[src/rtl/accum_microop_unit.sv]
module accum_microop_unit #(
  parameter int W = 12
) (
  input  logic         clk,
  input  logic         rst_n,
  input  logic         in_valid,
  input  logic [8:0]   op_field,
  input  logic [W-1:0] acc_in,
  input  logic         link_in,
  output logic [W-1:0] acc_out,
  output logic         link_out,
  output logic         done,
  output logic         rd_acc,
  output logic         rd_link,
  output logic         wr_acc,
  output logic         wr_link
);
  localparam int H = W / 2;
  localparam int T = W + 1;

  logic sel;
  logic clr_a, clr_l, inv_a, inv_l, rot_r, rot_l, swp, inc;
  assign sel   = ~op_field[8];
  assign clr_a = sel & op_field[7];
  assign clr_l = sel & op_field[6];
  assign inv_a = sel & op_field[5];
  assign inv_l = sel & op_field[4];
  assign rot_r = sel & op_field[3];
  assign rot_l = sel & op_field[2];
  assign swp   = sel & op_field[1];
  assign inc   = sel & op_field[0];

  logic one_rot;
  assign one_rot = rot_r ^ rot_l;

  assign rd_acc  = inv_a | rot_r | rot_l | swp | inc;
  assign rd_link = inv_l | rot_r | rot_l | inc;
  assign wr_acc  = clr_a | inv_a | rot_r | rot_l | swp | inc;
  assign wr_link = clr_l | inv_l | rot_r | rot_l | inc;

  logic [W-1:0] a1, a2;
  logic         l1, l2;
  logic [T-1:0] v, v1, v2, res;

  always_comb begin
    a1 = clr_a ? '0 : acc_in;
    l1 = clr_l ? 1'b0 : link_in;
    if (inv_a) a1 = ~a1;
    if (inv_l) l1 = ~l1;
    a2 = a1 + (inc ? W'(1) : W'(0));
    l2 = l1 ^ (inc & (a2 == '0));
    v  = {l2, a2};
    v1 = rot_r ? {v[0], v[T-1:1]} : {v[T-2:0], v[T-1]};
    v2 = rot_r ? {v1[0], v1[T-1:1]} : {v1[T-2:0], v1[T-1]};
    if (one_rot)
      res = swp ? v2 : v1;
    else if (swp && !rot_r && !rot_l)
      res = {l2, a2[H-1:0], a2[W-1:H]};
    else
      res = v;
  end

  always_ff @(posedge clk) begin
    if (!rst_n) begin
      acc_out  <= '0;
      link_out <= 1'b0;
      done     <= 1'b0;
    end else begin
      done <= in_valid;
      if (in_valid) begin
        acc_out  <= res[W-1:0];
        link_out <= res[T-1];
      end
    end
  end

  AST_DONE_PULSE: assert property (@(posedge clk) disable iff (!rst_n)
    in_valid |=> done);
  AST_HOLD_IDLE: assert property (@(posedge clk) disable iff (!rst_n)
    !in_valid |=> $stable(acc_out) && $stable(link_out));
  AST_NOP_KEEPS: assert property (@(posedge clk) disable iff (!rst_n)
    (in_valid && op_field == 9'o000) |=> (acc_out == $past(acc_in)) && (link_out == $past(link_in)));
  AST_OTHER_GROUP: assert property (@(posedge clk) disable iff (!rst_n)
    (in_valid && op_field[8]) |=> (acc_out == $past(acc_in)) && (link_out == $past(link_in)));
  AST_CLEAR_ONLY: assert property (@(posedge clk) disable iff (!rst_n)
    (in_valid && op_field == 9'o300) |=> (acc_out == '0) && !link_out);
  AST_READ_IMPLIES_WRITE: assert property (@(posedge clk) disable iff (!rst_n)
    rd_acc |-> wr_acc);
endmodule

[config.mk]
export PLATFORM = sky130hd
export DESIGN_NAME = accum_microop_unit
export DESIGN_NICKNAME = d
export VERILOG_FILES = /design/src/rtl/accum_microop_unit.sv
export SDC_FILE = /design/constraint.sdc
export NUM_CORES = 1
export LEC_CHECK = 0
export BUFFER_PORTS_ARGS = -buffer_cell sky130_fd_sc_hd__buf_2
export CAP_MARGIN = 40
export CORE_MARGIN = 5
export CORE_UTILIZATION = 25
export CTS_BUF_LIST = sky130_fd_sc_hd__clkbuf_4
export DETAILED_ROUTE_END_ITERATION = 8
export GPL_TIMING_DRIVEN = 0
export SLEW_MARGIN = 30
export SYNTH_ARGS = -nofsm -noshare
export SYNTH_HDL_FRONTEND = slang
export SYNTH_SLANG_ARGS = --single-unit
export TNS_END_PERCENT = 100
[constraint.sdc]
create_clock -name clk -period 8.2 [get_ports clk]
set_input_delay 1.64 -clock clk [delete_from_list [all_inputs] [get_ports clk]]
set_output_delay 1.64 -clock clk [all_outputs]
set_load 0.03 [all_outputs]
# Word-level counts from Yosys, hierarchy flattened
# Cells that the tools add are included.
# word_totals
reg_bits	14
in_bits	25
word_cells	49
# classes
addsub	1
mux	10
bitwise	30
n_reduce_logical	5
# ops
cell	n
$mux 13	4
$mux 12	3
$or 1x1->1	16
$add 12x1->12	1
$logic_not 12->1	1
$not 12->12	1
$and 1x1->1	9
$mux 1	3
$logic_and 1x1->1	2
$logic_not 1->1	2
$not 1->1	2
$xor 1x1->1	2

# Logic depth before layout (Yosys ltp)
# Gate-level depths: netlist of run 1.
# depth
word_depth	13
mapped_depth	14

# Least setup slack after synthesis of run 1
# Ideal clock, no wire load.
# synth_timing
kind	in2reg
start	input op_field[5]
end	register acc_out[10]
setup_ns	0.117
arrival_ns	4.561
required_time_ns	8.083
path_slack_ns	3.522
cell_stages	14
n_path_buf	2
cell_sequence	buf_6 > o21bai_4 > buf_4 > a21o_1 > ha_1 > ha_1 > and2_1 > a32oi_4 > nor4_1 > a211oi_1 > a211oi_4 > nor4_4 > or4_1 > a32o_1
# synth_between
elab_chain_cells	10
elab_cells_between_ends	11
classes_between	1 x add/sub; 6 x mux; 3 x bitwise; 1 x reduce/logical
# synth_lines
item	line	text
start, declared	7	input logic [8:0] op_field,
$and 1x1->1 (*)	26	assign inv_a = sel & op_field[5];
$mux 12 (*)	48	if (inv_a) a1 = ~a1;
$add 12x1->12 (*)	50	a2 = a1 + (inc ? W'(1) : W'(0));
$logic_not 12->1	51	l2 = l1 ^ (inc & (a2 == '0));
$and 1x1->1	51	
$xor 1x1->1	51	
$mux 13	53	v1 = rot_r ? {v[0], v[T-1:1]} : {v[T-2:0], v[T-1]};
$mux 13	54	v2 = rot_r ? {v1[0], v1[T-1:1]} : {v1[T-2:0], v1[T-1]};
$mux 13	56	res = swp ? v2 : v1;
$mux 13 (*)	55	if (one_rot)
end signal, assigned	71	acc_out <= res[W-1:0];
end, declared	10	output logic [W-1:0] acc_out,
# Every way passes the cells marked *; elsewhere a longest branch is shown, timed or not.
# A chain may end at the register's enable or synchronous reset.

# Final worst setup path of run 1
# layout_timing
start	input op_field[8]
end	register acc_out[11]
# layout_between
elab_chain_cells	12
elab_cells_between_ends	30
classes_between	1 x add/sub; 10 x mux; 14 x bitwise; 5 x reduce/logical
# layout_lines
item	line	text
$not 1->1 (*)	23	assign sel = ~op_field[8];
$and 1x1->1	24	assign clr_a = sel & op_field[7];
$mux 12	46	a1 = clr_a ? '0 : acc_in;
$not 12->12	48	
$mux 12	48	
$add 12x1->12	50	
$logic_not 12->1	51	
$and 1x1->1	51	
$xor 1x1->1	51	
$mux 13	53	
$mux 13	56	
$mux 13 (*)	55	
# Marks and branches as above.

==> results.txt, run 1 <==
----------------------------------------------------
[Status]
  Outcome ... completed

[Worst setup path]
  Sort of element at the end of the critical path ... register
  Crit start category ... input port
  Highest fanout seen on the critical path ... 8
  Classification of the worst setup path ... input port to register
  Arrival time at the worst endpoint ... 5.15 ns
  Required arrival time at the worst endpoint ... 8.34 ns

[Floorplan]
  Initial standard-cell utilization of the core ... approximately 25%
  I/O Pins ... 43
  Die boundary height ... between 90 and 100 um
  Num rows ... 32
  Die W ... 98.1 um
  Area inside the core boundary ... about 7600 sq um
  Die ar. ... between 9000 and 10000 sq um

[Timing]
  Setup repair after global routing missed its margin ... no
  Hold_ws ... 0.469 ns
  Final-report hold violation count ... 0
  Count of pins over their slew limit ... 0
  Pin slew with the least headroom to its limit ... ~0.72 ns
  Slew margin rel. ... about half
  Time the final worst path needs with I/O delays and setup ... roughly 5 ns
  Final sum of negative setup slack ... 0 ns
  Maximum achievable frequency ... around 0.2 GHz
  Final setup violation count ... 0
  Worst setup margin ... ~3.2 ns
  Setup skew after layout ... 0 ns
  Share of the clock period used by the worst path after layout ... between 60% and 70%

[Clock network]
  Gates resized, CTS repair ... 0
  Number of buffers inserted by hold repair at cts ... 0
  H-tree depth ... 1
  Inserted Clock Buffers ... 3
  Clock latency reported for the late side of the worst-skew pair ... around 0.28 ns
  Post-CTS repair timing setup buffer count ... 0
  Clock transition at the register clock pins on the worst setup and hold paths after CTS ... 0.08 ns
  Number of buffers on the longest clock path ... 2
  TritonCTS Sinks ... 14
  CTS Root Cell ... clkbuf_4
  TritonCTS clock tree ... built

[Detailed routing]
  Vias ... ~2200
  Router iterations before antenna repair ... 4
  First-iteration detailed-routing DRC count ... 153
  Post-detailed-routing wire length ... about 6500 um
  Via/cell ratio ... 5.58
  ANT nets after route ... 0
  DR DRC count ... 0
  Routed len/inst ... 16.3 um

[Global routing]
  Leftover overflow at the end of global routing ... 0
  Vias in the first global route ... roughly 2300
  Overall routing resource usage ... between 10% and 20%
  Number of antenna violations at the first check in global routing ... 0
  Maximum number of pins on one net before global-route repair ... 11
  Global-route wire length before repair ... roughly 11000 um

[Synthesis]
  Post-synthesis sequential element count ... 14
  Synth async-reset ratio ... 0%
  Most numerous cell in the Yosys netlist ... nand2_1
  Most used flip-flop cell after synthesis ... dfxtp_1
  Average cell area after synthesis ... ~7.7 sq um
  Post-synth top area cell ... dfxtp_1
  Cell Area, Synth ... between 1500 and 2000 sq um
  Commonest cells in the netlist ... nand2_1, o21ai_0, nor2_1
  Count of cell types in the netlist ... 64
  Cell count after synthesis ... about 250
  Post-synth EDFFs ... 0
  Top-area cell type share of the netlist area ... 14.4%
  Yosys warning count ... 0
  Ranking of synthesized cells by area ... dfxtp_1, mux4_2, o21ai_0
  Sequential fraction of the synthesis area ... 14.4%
  Nets in the synthesized netlist ... approximately 280

[Power and ir drop]
  PnR Total Power ... around 0.25 mW
  Worst-case vdd ir drop ... 0.0000293 V
  Power per cell area ... between 100 and 150 nW/um^2
  LEAKAGE ... approximately 0.9 nW

[Final layout]
  Number of nets at the end of the flow ... 325
  Number of antenna cells inserted ... 0
  Ratio of cells with drive above 1 in the final layout ... about 25%
  Layout overhead on the synthesized area ... 18.3%
  Number of filler instances in the final layout ... 854
  Fin area ... between 2000 and 2500 sq um

[Placement]
  Placement Cell Area ... 2270 sq um
  Weighted congestion at the end of routability-driven global placement ... 0.931
  Number of port buffers ... between 40 and 50
  Worst slack, placed ... approximately 2.9 ns
  Total half-perimeter wirelength after legalization and detailed placement ... 5020 um

[Min path]
  Hold crit path type ... register to register

[Run]
  Number of max-cap violations ... 0

----------------------------------------------------
## logic make-up after synthesis
logic type | synth area share [%]
AOI/OAI and AO/OA | 43.1
xor gates and xnor gates | 4.84
adders and majority gates | 1.29
buffers and inverters | 6.77
DFF | 14.4
muxes | 7.41
and+or+nand+nor | 22.2
## area by class of cell
cell class              instances  area, sq um  share of cell area [%]
plain buffers                  17         93.8                    4.09
flip-flops and latches         14          280                    12.2
clock buffers                   3         22.5                   0.981
multi-input cells             211         1530                    66.6
repair buffers                 41          205                    8.94
well taps                     102          128                    5.56
inverters                      10         37.5                    1.63
## metal layers
metal | share of wire [%] | vias up | GRT usage [%]
met5 | 0 | - | 0
met1 | 42 | 1048 | 17.5
met4 | 2.8 | 0 | 5.22
met3 | 5.5 | 21 | 2.36
met2 | 50 | 88 | 24.4
li1 | - | 1063 | -
## power by group
part           internal [mW]  switching, mW  total, mW  leakage, nW
Clock                 0.0171         0.0216     0.0386       0.0138
Combinational         0.0488         0.0868      0.136        0.746
Sequential            0.0741        0.00292     0.0770        0.116
## state kept, by name, indices dropped and copies added (netlist names)
register  count
acc_out      12
link_out      1
done          1
## path summary, 6_finish.rpt
kind,start,endpoint,slack (ns),cells past startpoint
max,op_field[8],acc_out[11]$_SDFFE_PN0P_,3.19,15
min,acc_out[8]$_SDFFE_PN0P_,acc_out[8]$_SDFFE_PN0P_,0.47,2
min reg2reg,acc_out[8]$_SDFFE_PN0P_,acc_out[8]$_SDFFE_PN0P_,0.47,2
max reg2reg,acc_out[0]$_SDFFE_PN0P_,acc_out[0]$_SDFFE_PN0P_,7.28,4
## metrics by stage
stage	std cells	util [%]
floorplan	252	-
global placement	395	29.7
detailed placement	395	29.7
CTS	398	30.0
global route	398	30.0
finish	398	30.0
## layout by cell type, fill, tap and decap left out, types with 7 or more instances in the layout
cell	synthesis	routed
clkbuf_1	11	11
nor2_1	20	20
nor3_1	9	9
a21oi_1	19	19
nand2_1	27	27
inv_1	7	7
buf_2	0	41
dfxtp_1	14	14
o211ai_1	8	8
o21ai_0	21	21
## critical path, stage by stage
cell and delay [ns]:
buf_2 0.14, clkinv_1 0.23, nand2_1 0.26, a21oi_1 0.06
a21o_1 0.16, ha_1 0.20, ha_1 0.29, and2_1 0.24
a32oi_4 0.32, a21oi_1 0.10, o31ai_2 0.54, nand4b_1 0.23
nor4_4 0.25, xnor2_1 0.28, o221ai_1 0.18
(Power assumes the default switching activity.)
==> inputs of run 2 (changes only) <==
Clock period 8.2 ns to 4.5 ns, I/O delays scaled along.
==> results.txt, run 2 (synthesis gave the netlist of run 1 again) <==
----------------------------------------------------
[Status]
  Outcome ... completed

[Final layout]
  Commonest non-fill, non-tap cell in the layout ... buf_2
  Number of nets at the end of the flow ... about 330
  Ratio of cells with drive above 1 in the final layout ... approximately 25%
  Most flop-heavy register ... acc_out
  Biggest regs ... acc_out: 12 flops, done: 1 flops, link_out: 1 flops
  Number of antenna cells inserted ... 0
  Largest register FFs ... 12
  Fin area ... 2300 sq um
  Final Instance Count excl. Fillers ... around 400
  Commonest non-fill, non-tap cells in the layout ... buf_2, nand2_1, o21ai_0, nor2_1, a21oi_1
  Layout overhead on the synthesized area ... 18.8%

[Timing]
  Slew margin rel. ... between 50 and 60%
  Maximum achievable frequency ... 0.236 GHz
  Setup skew after layout ... 0 ns
  Final setup violation count ... 0
  Share of the clock period used by the worst path after layout ... 94.0%
  Time the final worst path needs with I/O delays and setup ... 4.23 ns
  Pin slew with the least headroom to its limit ... slightly above 0.7 ns
  Hold_ws ... roughly 0.47 ns
  Final-report hold violation count ... 0
  Setup repair after global routing missed its margin ... no
  Final sum of negative setup slack ... 0 ns
  Count of pins over their slew limit ... 0

[Global routing]
  Maximum number of pins on one net before global-route repair ... 11
  Overall routing resource usage ... 14.1%
  Number of antenna violations at the first check in global routing ... 0
  Leftover overflow at the end of global routing ... 0
  Global-route wire length before repair ... 11400 um
  Vias in the first global route ... ~2300

[Clock network]
  Number of buffers on the longest clock path ... 2
  Clock latency reported for the late side of the worst-skew pair ... around 0.28 ns
  H-tree depth ... 1
  Gates resized, CTS repair ... 0
  Inserted Clock Buffers ... 3
  TritonCTS clock tree ... built
  Number of buffers inserted by hold repair at cts ... 0
  Clock transition at the register clock pins on the worst setup and hold paths after CTS ... roughly 0.080 ns
  CTS Root Cell ... clkbuf_4
  Post-CTS repair timing setup buffer count ... 0
  TritonCTS Sinks ... 14

[Worst setup path]
  Sort of element at the end of the critical path ... register
  Crit Reg-Reg Endpoint ... acc_out[0]$_SDFFE_PN0P_
  Worst reg2reg startpoint ... acc_out[0]$_SDFFE_PN0P_
  Highest fanout seen on the critical path ... 8
  Register-to-register setup slack ... approximately 3.6 ns
  Path length in cells of the critical path ... 15
  End point of the critical path ... acc_out[10]$_SDFFE_PN0P_
  Cell type with the highest occurrence count on the critical path ... ha_1
  Largest stage delay on the critical path ... between 0.4 and 0.5 ns
  CP Cell Sequence ... buf_2, clkinv_1, nand2_1, a21oi_1, a21o_1, ha_1, ha_1, and2_1, a32oi_4, nor4_1, a31o_1, a211oi_4, nor4_4, or4_1, a32o_1
  Worst Reg2Reg Path Length in Cells ... 4
  Crit start category ... input port
  Arrival time at the worst endpoint ... 4.41 ns
  Classification of the worst setup path ... input port to register
  Bufs and invs on worst path ... 2
  Required arrival time at the worst endpoint ... 4.68 ns
  Critical Path Source ... op_field[8]
  Slowest cell on the critical path ... a211oi_4
  Delay-heaviest family, CP ... compound AO/OA/AOI/OAI gates

[Detailed routing]
  Routed len/inst ... between 15 and 20 um
  First-iteration detailed-routing DRC count ... 141
  Router iterations before antenna repair ... 5
  Vias ... around 2200
  Via/cell ratio ... ~5.6
  ANT nets after route ... 0
  Post-detailed-routing wire length ... between 6000 and 7000 um
  DR DRC count ... 0

[Run]
  Number of max-cap violations ... 0

[Floorplan]
  Die boundary height ... just under 100 um
  Area inside the core boundary ... 7650 sq um
  Die ar. ... 9620 sq um
  I/O Pins ... 43
  Die W ... roughly 98 um
  Initial standard-cell utilization of the core ... 25.4%
  Num rows ... 32

[Power and ir drop]
  PnR Total Power ... approximately 0.46 mW
  Worst-case vdd ir drop ... roughly 0.000053 V
  Power per cell area ... a little under 200 nW/um^2
  LEAKAGE ... around 0.9 nW

[Placement]
  Dpl cells ... around 400
  Total half-perimeter wirelength after legalization and detailed placement ... roughly 5000 um
  Number of port buffers ... just over 40
  Weighted congestion at the end of routability-driven global placement ... ~0.93
  Placement Cell Area ... between 2000 and 2500 sq um

[Min path]
  Hold crit path type ... register to register

----------------------------------------------------
[run 2: cell count changes in the layout (fill, tap and decap cells not counted)]
cell,change
o31ai_4,+1
o31ai_2,-1
[run 2: final cells by class]
cell class,instances,area (sq um)
Timing Repair Buffer,41,205
Fill cell,853,5340
Clock buffer,3,22.5
Buffer,17,93.8
Tap cell,102,128
Sequential cell,14,280
Inverter,10,37.5
Multi-Input combinational cell,211,1540
[run 2: metrics by stage]
step,util (%),worst slack [ns]
floorplan,-,0.562
global placement,29.7,-0.0320
detailed placement,29.7,-0.0527
CTS,30.0,0.221
global route,30.1,0.0246
finish,30.1,0.271
[run 2: worst min-delay path by stage]
| stage | start | depth (start not counted) | slack (ns) | endpoint |
|---|---|---|---|---|
| finish | acc_out[8]$_SDFFE_PN0P_ | 2 | 0.47 | acc_out[8]$_SDFFE_PN0P_ |
| global route | acc_out[6]$_SDFFE_PN0P_ | 2 | 0.48 | acc_out[6]$_SDFFE_PN0P_ |
| CTS | acc_out[8]$_SDFFE_PN0P_ | 2 | 0.47 | acc_out[8]$_SDFFE_PN0P_ |
| detailed placement | acc_out[8]$_SDFFE_PN0P_ | 2 | 0.46 | acc_out[8]$_SDFFE_PN0P_ |
| global placement | acc_out[8]$_SDFFE_PN0P_ | 2 | 0.46 | acc_out[8]$_SDFFE_PN0P_ |
| floorplan | acc_out[6]$_SDFFE_PN0P_ | 2 | 0.60 | acc_out[6]$_SDFFE_PN0P_ |
[run 2: worst reg2reg max path, cell delays in order, from the launching register on]
cell and delay [ns]:
dfxtp_1 0.36, o21ai_0 0.08, nor3_1 0.16, o21ai_0 0.11, o2bb2ai_1 0.15
[run 2: power breakdown]
group / switching, mW / leakage, nW / internal [mW]
registers: 0.00533 / 0.116 / 0.135
logic: 0.158 / 0.748 / 0.0894
clock network: 0.0392 / 0.0138 / 0.0311
total: 0.203 / 0.878 / 0.255
[run 2: metal layers]
layer | up-vias | routed length [um] | track usage, %
met3 | 19 | 379 | 2.36
met2 | 96 | 3250 | 24.4
met4 | 0 | 177 | 5.22
li1 | 1062 | - | -
met5 | - | 0 | 0
met1 | 1037 | 2680 | 17.5
==> inputs of run 3 (changes only) <==
Settings changed: CORE_MARGIN 5 to 10.
==> results.txt, run 3 (synthesis gave the netlist of run 1 again) <==
----------------------------------------------------
[Status]
  Outcome ... completed

[Global routing]
  Leftover overflow at the end of global routing ... 0
  Maximum number of pins on one net before global-route repair ... 11
  Global-route wire length before repair ... approximately 11000 um
  Number of antenna violations at the first check in global routing ... 0
  Overall routing resource usage ... between 10% and 20%
  Vias in the first global route ... approximately 2200

[Timing]
  Setup repair after global routing missed its margin ... no
  Final-report hold violation count ... 0
  Share of the clock period used by the worst path after layout ... between 90% and 100%
  Count of pins over their slew limit ... 0
  Final setup violation count ... 0
  Time the final worst path needs with I/O delays and setup ... 4.26 ns
  Hold_ws ... 0.468 ns
  Pin slew with the least headroom to its limit ... 0.691 ns
  Maximum achievable frequency ... about 0.23 GHz
  Slew margin rel. ... between 50% and 60%
  Setup skew after layout ... 0 ns

[Final layout]
  Biggest regs ... acc_out: 12 flops, done: 1 flops, link_out: 1 flops
  Final Instance Count excl. Fillers ... 399
  Most flop-heavy register ... acc_out
  Largest register FFs ... 12
  Commonest non-fill, non-tap cells in the layout ... buf_2, nand2_1, o21ai_0, nor2_1, a21oi_1
  Fin area ... between 2000 and 2500 sq um
  Commonest non-fill, non-tap cell in the layout ... buf_2
  Layout overhead on the synthesized area ... 19.0%
  Number of nets at the end of the flow ... 325
  Number of antenna cells inserted ... 0
  Number of filler instances in the final layout ... slightly above 800
  End-of-flow core utilization ... between 30% and 40%
  Ratio of cells with drive above 1 in the final layout ... about a quarter

[Worst setup path]
  Slowest cell on the critical path ... a211oi_4
  Crit Reg-Reg Endpoint ... acc_out[0]$_SDFFE_PN0P_
  Path length in cells of the critical path ... 15
  Crit start category ... input port
  Classification of the worst setup path ... input port to register
  Cell type with the highest occurrence count on the critical path ... ha_1
  Arrival time at the worst endpoint ... roughly 4.5 ns
  Bufs and invs on worst path ... 2
  CP Cell Sequence ... buf_2, clkinv_1, nand2_1, a21oi_1, a21o_1, ha_1, ha_1, and2_1, a32oi_4, nor4_1, a31o_1, a211oi_4, nor4_4, or4_1, a32o_1
  Required arrival time at the worst endpoint ... 4.69 ns
  Register-to-register setup slack ... roughly 3.6 ns
  Sort of element at the end of the critical path ... register
  Worst Reg2Reg Path Length in Cells ... 4
  Delay-heaviest family, CP ... compound AO/OA/AOI/OAI gates
  Highest fanout seen on the critical path ... 8
  Worst reg2reg startpoint ... acc_out[0]$_SDFFE_PN0P_
  Largest stage delay on the critical path ... around 0.48 ns

[Detailed routing]
  Routed len/inst ... between 15 and 20 um
  ANT nets after route ... 0
  Vias ... ~2200
  DR DRC count ... 0
  Post-detailed-routing wire length ... between 6000 and 7000 um
  Via/cell ratio ... 5.56
  First-iteration detailed-routing DRC count ... around 180
  Router iterations before antenna repair ... 5

[Placement]
  Weighted congestion at the end of routability-driven global placement ... 0.897
  Placement Cell Area ... about 2300 sq um
  Dpl cells ... between 300 and 400
  Total half-perimeter wirelength after legalization and detailed placement ... 5130 um
  Number of port buffers ... 41

[Floorplan]
  Area inside the core boundary ... approximately 7600 sq um
  Die boundary height ... 108 um
  Initial standard-cell utilization of the core ... about a quarter
  Die ar. ... between 10000 and 15000 sq um
  I/O Pins ... 43
  Die W ... roughly 110 um
  Num rows ... 32

[Power and ir drop]
  Power per cell area ... approximately 200 nW/um^2
  Part of the power in the clock network ... between 10% and 20%
  Sw Ratio ... 44.5%
  Internal ... roughly 0.26 mW
  Worst-case vdd ir drop ... between 0.00005 and 0.00006 V
  PnR Total Power ... 0.462 mW
  Combinational power share ... 53.3%
  Sequential fraction of design power ... 30.3%
  LEAKAGE ... just under 0.9 nW
  Switching power total ... approximately 0.21 mW

[Min path]
  Hold crit path type ... register to register
  Startpoint of the lowest-slack hold path ... acc_out[6]$_SDFFE_PN0P_
  Terminating pin of the worst hold path ... acc_out[6]$_SDFFE_PN0P_
  Worst hold path depth ... 2

[Clock network]
  TritonCTS clock tree ... built
  H-tree depth ... 1
  Clock latency reported for the late side of the worst-skew pair ... 0.29 ns
  Post-CTS repair timing setup buffer count ... 0
  CTS Root Cell ... clkbuf_4
  Number of buffers on the longest clock path ... 2
  Inserted Clock Buffers ... 3
  Number of buffers inserted by hold repair at cts ... 0
  TritonCTS Sinks ... 14
  Clock transition at the register clock pins on the worst setup and hold paths after CTS ... 0.10 ns

[Run]
  Number of max-cap violations ... 0

----------------------------------------------------
run 3: cell types whose count changed in the layout (fill, tap and decap cells not counted), sizes merged:
| cell | before | now |
|---|---|---|
| clkinv | 2 | 3 |
run 3: metrics by stage:
step	setup TNS, ns	setup WS (ns)
3_5_place_dp	-0.0422	-0.0422
6_report	0	0.237
5_1_grt	0	0.0565
2_1_floorplan	0	0.562
3_3_place_gp	-0.0232	-0.0232
4_1_cts	0	0.241
run 3: area by class of cell:
class | instances | area [sq um] | area share, %
repair buffers | 41 | 205 | 8.89
well taps | 102 | 128 | 5.53
flip-flops and latches | 14 | 280 | 12.1
multi-input cells | 211 | 1540 | 66.6
inverters | 10 | 37.5 | 1.63
clock inverters | 1 | 3.75 | 0.163
plain buffers | 17 | 93.8 | 4.07
clock buffers | 3 | 22.5 | 0.976
run 3: timing repair:
action / 4_1_cts / 5_1_grt
endpoints found under the setup margin: 0 / 1
gates resized for setup: 0 / 1
hold endpoints to repair: 0 / 0
run 3: tightest hold or removal path, cell delays in order, from the launching register on:
cell	delay, ns
dfxtp_1	0.31
nand2_1	0.06
a21oi_1	0.05
run 3: routing by layer:
| layer | vias up | track usage, % | part of all wire (%) |
|---|---|---|---|
| met5 | - | 0 | 0 |
| met4 | 0 | 3.72 | 2.0 |
| met3 | 14 | 1.96 | 7.7 |
| met2 | 103 | 20.1 | 51 |
| met1 | 1037 | 12.8 | 40 |
| li1 | 1066 | - | - |
run 3: how the worst max path moves through the flow:
stage	from	to	slack [ns]
2_1_floorplan	op_field[5]	acc_out[10]$_SDFFE_PN0P_	0.56
3_3_place_gp	op_field[8]	acc_out[11]$_SDFFE_PN0P_	-0.02
3_5_place_dp	op_field[8]	acc_out[11]$_SDFFE_PN0P_	-0.04
4_1_cts	op_field[8]	acc_out[11]$_SDFFE_PN0P_	0.24
5_1_grt	op_field[7]	acc_out[11]$_SDFFE_PN0P_	0.06
6_report	op_field[8]	acc_out[10]$_SDFFE_PN0P_	0.24
run 3: power groups by stage:
| stage | registers [mW] | logic [mW] | clock network [mW] |
|---|---|---|---|
| final | 0.140 | 0.247 | 0.0755 |
| after global routing | 0.142 | 0.269 | 0.0832 |
| after CTS | 0.141 | 0.245 | 0.0777 |
| after detailed placement | 0.143 | 0.244 | 0 |
| after global placement | 0.143 | 0.242 | 0 |
| after floorplan | 0.165 | 0.149 | 0 |
